<file path="src/rtl/mpbus_pkg.sv">
package mpbus_pkg;
  localparam int unsigned BUS_W = 8;

  typedef enum logic {
    MODE_SPLIT   = 1'b0,
    MODE_DSTROBE = 1'b1
  } bus_mode_e;

  // synchronised control bundle; bit order matters for the sync reset value
  typedef struct packed {
    logic mode;
    logic cs_n;
    logic ale;
    logic rd_n;
    logic wr_n;
  } ctl_t;

  localparam ctl_t CTL_IDLE = '{mode: 1'b0, cs_n: 1'b1, ale: 1'b0, rd_n: 1'b1, wr_n: 1'b1};
endpackage

</file>
<file path="src/rtl/mpbus_sync.sv">
module mpbus_sync #(
  parameter int unsigned          W       = 1,
  parameter int unsigned          STAGES  = 2,
  parameter logic [W-1:0]         RST_VAL = '0
) (
  input  logic         clk_i,
  input  logic         rst_ni,
  input  logic [W-1:0] d_i,
  output logic [W-1:0] q_o
);
  logic [W-1:0] chain [STAGES];

  always_ff @(posedge clk_i or negedge rst_ni) begin
    if (!rst_ni) chain[0] <= RST_VAL;
    else         chain[0] <= d_i;
  end

  for (genvar s = 1; s < STAGES; s++) begin : g_stage
    always_ff @(posedge clk_i or negedge rst_ni) begin
      if (!rst_ni) chain[s] <= RST_VAL;
      else         chain[s] <= chain[s-1];
    end
  end

  assign q_o = chain[STAGES-1];
endmodule

</file>
<file path="src/rtl/mpbus_addr_latch.sv">
module mpbus_addr_latch #(
  parameter int unsigned AW = 8
) (
  input  logic          clk_i,
  input  logic          rst_ni,
  input  logic          ale_s_i,
  input  logic [AW-1:0] ad_s_i,
  output logic [AW-1:0] addr_o
);
  logic ale_q;
  logic ale_fall;

  assign ale_fall = ale_q & ~ale_s_i;

  always_ff @(posedge clk_i or negedge rst_ni) begin
    if (!rst_ni) begin
      ale_q  <= 1'b0;
      addr_o <= '0;
    end else begin
      ale_q <= ale_s_i;
      if (ale_fall) addr_o <= ad_s_i;
    end
  end

  // address only moves on a latch-enable fall
  a_r1_addr_hold: assert property (@(posedge clk_i) disable iff (!rst_ni)
    !(ale_q & ~ale_s_i) |=> $stable(addr_o));
endmodule

</file>
<file path="src/rtl/mpbus_strobe_dec.sv">
module mpbus_strobe_dec
  import mpbus_pkg::*;
#(
  parameter int unsigned DW = 8
) (
  input  logic          clk_i,
  input  logic          rst_ni,
  input  ctl_t          ctl_s_i,
  input  logic [DW-1:0] ad_s_i,
  input  logic [DW-1:0] rdata_i,
  output logic [DW-1:0] ad_o,
  output logic          oe_o,
  output logic [DW-1:0] wdata_o,
  output logic          we_o
);
  logic sel;
  logic rd_act, wr_act;
  logic q_rd, q_wr;
  logic armed;

  assign sel = ~ctl_s_i.cs_n & ~ctl_s_i.ale;

  always_comb begin
    unique case (bus_mode_e'(ctl_s_i.mode))
      MODE_SPLIT: begin
        rd_act = ~ctl_s_i.rd_n;
        wr_act = ~ctl_s_i.wr_n;
      end
      MODE_DSTROBE: begin
        rd_act = ~ctl_s_i.rd_n &  ctl_s_i.wr_n;
        wr_act = ~ctl_s_i.rd_n & ~ctl_s_i.wr_n;
      end
      default: begin
        rd_act = 1'b0;
        wr_act = 1'b0;
      end
    endcase
  end

  assign q_rd = sel & rd_act;
  assign q_wr = sel & wr_act;

  // read path: registered enable and data
  always_ff @(posedge clk_i or negedge rst_ni) begin
    if (!rst_ni) begin
      oe_o <= 1'b0;
      ad_o <= '0;
    end else begin
      oe_o <= q_rd;
      ad_o <= q_rd ? rdata_i : '0;
    end
  end

  // write path: arm while active, commit once when the qualified write ends
  always_ff @(posedge clk_i or negedge rst_ni) begin
    if (!rst_ni) begin
      armed   <= 1'b0;
      we_o    <= 1'b0;
      wdata_o <= '0;
    end else begin
      we_o <= 1'b0;
      if (q_wr) begin
        armed   <= 1'b1;
        wdata_o <= ad_s_i;
      end else if (armed) begin
        armed <= 1'b0;
        we_o  <= 1'b1;
      end
    end
  end

  // pulse never stretches
  a_r8_single_we: assert property (@(posedge clk_i) disable iff (!rst_ni)
    we_o |=> !we_o);
  // data held stable while the commit pulse is out
  a_r8_wdata_hold: assert property (@(posedge clk_i) disable iff (!rst_ni)
    we_o |-> $stable(wdata_o));
endmodule

</file>
<file path="src/rtl/mpbus_slave.sv">
module mpbus_slave
  import mpbus_pkg::*;
#(
  parameter int unsigned BW        = BUS_W,
  parameter int unsigned SYNC_DEPTH = 2
) (
  input  logic          clk_i,
  input  logic          rst_ni,
  input  logic          mode_i,
  input  logic          cs_ni,
  input  logic          ale_i,
  input  logic          rd_ni,
  input  logic          wr_ni,
  input  logic [BW-1:0] ad_i,
  output logic [BW-1:0] ad_o,
  output logic          ad_oe_o,
  output logic [BW-1:0] reg_addr_o,
  output logic [BW-1:0] reg_wdata_o,
  output logic          reg_we_o,
  input  logic [BW-1:0] reg_rdata_i
);
  localparam int unsigned CW = $bits(ctl_t);

  ctl_t          ctl_raw, ctl_s;
  logic [CW-1:0] ctl_s_bits;
  logic [BW-1:0] ad_s;

  assign ctl_raw = '{mode: mode_i, cs_n: cs_ni, ale: ale_i, rd_n: rd_ni, wr_n: wr_ni};

  mpbus_sync #(.W(CW), .STAGES(SYNC_DEPTH), .RST_VAL(CTL_IDLE)) u_ctl_sync (
    .clk_i (clk_i),
    .rst_ni(rst_ni),
    .d_i   (ctl_raw),
    .q_o   (ctl_s_bits)
  );
  assign ctl_s = ctl_t'(ctl_s_bits);

  // bus delayed by the same depth so address and data align with the controls
  mpbus_sync #(.W(BW), .STAGES(SYNC_DEPTH), .RST_VAL('0)) u_ad_sync (
    .clk_i (clk_i),
    .rst_ni(rst_ni),
    .d_i   (ad_i),
    .q_o   (ad_s)
  );

  mpbus_addr_latch #(.AW(BW)) u_addr (
    .clk_i  (clk_i),
    .rst_ni (rst_ni),
    .ale_s_i(ctl_s.ale),
    .ad_s_i (ad_s),
    .addr_o (reg_addr_o)
  );

  mpbus_strobe_dec #(.DW(BW)) u_dec (
    .clk_i  (clk_i),
    .rst_ni (rst_ni),
    .ctl_s_i(ctl_s),
    .ad_s_i (ad_s),
    .rdata_i(reg_rdata_i),
    .ad_o   (ad_o),
    .oe_o   (ad_oe_o),
    .wdata_o(reg_wdata_o),
    .we_o   (reg_we_o)
  );

  a_r4_oe_needs_cs: assert property (@(posedge clk_i) disable iff (!rst_ni)
    ad_oe_o |-> $past(!ctl_s.cs_n));
  a_r5_oe_needs_data_phase: assert property (@(posedge clk_i) disable iff (!rst_ni)
    ad_oe_o |-> $past(!ctl_s.ale));
  a_r2_split_read: assert property (@(posedge clk_i) disable iff (!rst_ni)
    (ad_oe_o && $past(ctl_s.mode) == MODE_SPLIT) |-> $past(!ctl_s.rd_n));
  a_r3_dstrobe_read: assert property (@(posedge clk_i) disable iff (!rst_ni)
    (ad_oe_o && $past(ctl_s.mode) == MODE_DSTROBE) |-> $past(!ctl_s.rd_n && ctl_s.wr_n));
  a_r6_quiet_bus: assert property (@(posedge clk_i) disable iff (!rst_ni)
    !ad_oe_o |-> (ad_o == '0));
endmodule

</file>
<file path="config.mk">
export PLATFORM = sky130hd
export DESIGN_NAME = mpbus_slave
export DESIGN_NICKNAME = d
export VERILOG_FILES = /design/src/rtl/mpbus_pkg.sv /design/src/rtl/mpbus_sync.sv /design/src/rtl/mpbus_addr_latch.sv /design/src/rtl/mpbus_strobe_dec.sv /design/src/rtl/mpbus_slave.sv
export SDC_FILE = /design/constraint.sdc
export NUM_CORES = 1
export LEC_CHECK = 0
export BUFFER_PORTS_ARGS = -buffer_cell sky130_fd_sc_hd__buf_2
export CAP_MARGIN = 20
export CORE_MARGIN = 5
export CORE_UTILIZATION = 30
export DETAILED_ROUTE_END_ITERATION = 7
export PLACE_DENSITY_LB_ADDON = 0.15
export SLEW_MARGIN = 30
export SYNTH_ARGS = -nofsm -noshare
export SYNTH_HDL_FRONTEND = slang
export SYNTH_SLANG_ARGS = --single-unit
</file>
<file path="constraint.sdc">
create_clock -name clk_i -period 4.2 [get_ports clk_i]
set_clock_uncertainty 0.1 [all_clocks]
set_input_delay 1.05 -clock clk_i [delete_from_list [all_inputs] [get_ports clk_i]]
set_output_delay 1.05 -clock clk_i [all_outputs]
set_load 0.01 [all_outputs]
</file>
==> metrics.txt <==
status finished, final reports clean; input/output buffers 48; Syn Area/Cell 19.17 um^2; Worst-Margin Slew 795.8 ps; sequential area share after synthesis 81.47%; IO Pins 49; Setup Viol. Count Final 0; Design Area, Final 2069 um^2; antenna cells 0; total die area 7150 um^2; global routing usage on met2 15.37%; initial antenna violation count 0; GRT Resource Usage Total 8.676%; busiest metal layer after global routing met2; Clk network pwr share 27.7%; Yosys warning count 0; slowest CP cell dfrtp_1; Critical Path AT 830 ps; GR Util met1 8.489%; vias in the first global route 980; RSZ-0062 raised after global routing no; Post-CTS Setup Bufs 0; Core ar. 5439 um^2; crit path time final 1985 ps; clk sinks 54; row count 27; Post-synth EDFFs 0; DR vias/cell 3.948; period utilization 47.26%; maximum vdd ir drop 181.9 uV; die width 84.56 um; routed length per placed instance 13.14 um; post-CTS sizing 0; Slew Limit Headroom 46.83%; Req. time, crit path 3050 ps; DRC 0; Fin. Hold Viols 0; largest net degree at the start of global routing 55; static leakage power 0.9790 nW; critical path class flop to primary output; Worst Setup End Kind primary output; area leader, netlist dfrtp_1; antenna-violating nets left 0; DP HPWL 1935 um; combinational power share 10.9%; Pint 0.7369 mW; share of cells above drive strength 1 54.29%; DR iter-0 viols 26; Skew-Pair Late Insertion Delay 290 ps; top cells by count, synth dfrtp_1 (48), mux2_2 (16), nor3b_1 (8); sequential power share 61.4%; post-synthesis cell type count 10; GRT overflow 0; DR pass1 iterations 2; max-slew violations 0; most frequent cell after synthesis dfrtp_1; Via Count 837; Placed Area 1989 um^2; Reg clk slew, reported paths 80 ps; Mapped Area 1668 um^2; CTS Buf Count 5; synthesized flop and latch total 54; H-tree depth 2; CTS max path bufs 2; Die Ht 84.56 um; Net Count, Synth 110; area grow syn2layout 24.08%; Synth async-reset ratio 100.0%; Sw Share 22.69%; top cell type's share of synthesized area 72.02%; Worst setup SP type flop; worst-path fanout max 2; CP delay by family, top flip-flops; PD cells 460.6 nW/um^2; Hold/Removal Path Class flop to flop; CP peak stage delay 400 ps; GPL Wtd Cong 0.5665; top_reg_cell synth dfrtp_1; Root Driver clkbuf_8; net switching power 0.2163 mW; Final #Nets 162; Max Cap Viol 0; Post-CTS Hold Fix Bufs 0; TritonCTS clock tree built; effective utilization at floorplan 30.66%; drt total wl 2785 um; Max Freq 503.9 MHz; Area contributors post-synth dfrtp_1 (72%), mux2_2 (11%), dfstp_2 (9.5%); first-pass GRT wire length 4740 um; crit path cell chain buf_2; Buffers & Inverters on Critical Path 1; fill count 534; Post-Synthesis Cells 87; met3 Track Usage GR 4.220%; Fin Setup TNS 0 ps
## placed cells by master (no fill, tap or decap)
master     Yosys  layout
clkbuf_8       0       5
or3_1          1       1
a2111oi_4      1       1
nor3b_1        8       8
mux2_2        16      16
buf_4          0       1
dfstp_2        6       6
nor2b_1        2       2
and2b_1        1       1
buf_2          0      47
clkbuf_1       3       3
dfrtp_1       48      48
nor2_1         1       1
## cell families after synthesis
group,Yosys count,synth area share (%)
buffers and inverters,3,0.6751
muxes,16,10.80
and+or+nand+nor,13,5.402
AOI/OAI and AO/OA,1,1.651
DFF,54,81.47
## state kept, by name (all words and copies together), names as in the netlist
| name | flops |
|---|---|
| u_ad_sync.chain | 8 |
| u_ad_sync.q_o | 8 |
| u_addr.addr_o | 8 |
| u_addr.ale_q | 1 |
| u_ctl_sync.chain | 5 |
| u_ctl_sync.q_o | 5 |
| u_dec.ad_o | 8 |
| u_dec.armed | 1 |
| u_dec.oe_o | 1 |
| u_dec.wdata_o | 8 |
| u_dec.we_o | 1 |
## per-stage QoR
stage	hold slack (ps)	cells	power, mW	util (%)	worst slack [ps]
6_report	251.3	212	0.9532	38.05	2215
3_3_place_gp	233.4	204	0.7002	36.53	2059
2_1_floorplan	231.2	87	0.6431	-	2623
3_5_place_dp	234.7	204	0.7059	36.58	2351
5_1_grt	258.9	212	1.009	38.05	2159
4_1_cts	256.1	212	0.9774	38.05	2185
## metal layers
layer  wire (um)  share of wire, %
met3         172               6.2
met5           0                 0
met2        1553                56
met4          57               2.0
met1        1002                36
## power by group through the flow
stage | combinational, mW | sequential [mW] | clock [mW]
2_1_floorplan | 0.0339 | 0.609 | 0
3_3_place_gp | 0.105 | 0.595 | 0
3_5_place_dp | 0.108 | 0.598 | 0
4_1_cts | 0.109 | 0.587 | 0.282
5_1_grt | 0.116 | 0.593 | 0.300
6_report | 0.104 | 0.585 | 0.264
## layout make-up
| cell class | instances | area [um^2] | share of cell area [%] |
|---|---|---|---|
| Timing Repair Buffer | 48 | 242.7 | 11.73 |
| Clock buffer | 8 | 80.08 | 3.869 |
| Sequential cell | 54 | 1359 | 65.66 |
| Multi-Input combinational cell | 30 | 297.8 | 14.39 |
| Tap cell | 72 | 90.09 | 4.353 |
## worst paths after layout
kind                                      from             endpoint  slack, ps  cells past startpoint
setup / recovery              u_dec.wdata_o[1]       reg_wdata_o[1]       2220                      1
hold / removal             u_ad_sync.chain[14]     u_ad_sync.q_o[6]        250                      0
setup reg to reg             u_ctl_sync.q_o[4]     u_dec.wdata_o[6]       2420                      2
hold reg to reg            u_ad_sync.chain[14]     u_ad_sync.q_o[6]        250                      0
max in group asynchronous               rst_ni     u_dec.wdata_o[7]       2890                      1
min in group asynchronous               rst_ni  u_ctl_sync.chain[7]        680                      1
Note: power is estimated with default switching activity, not from simulation.
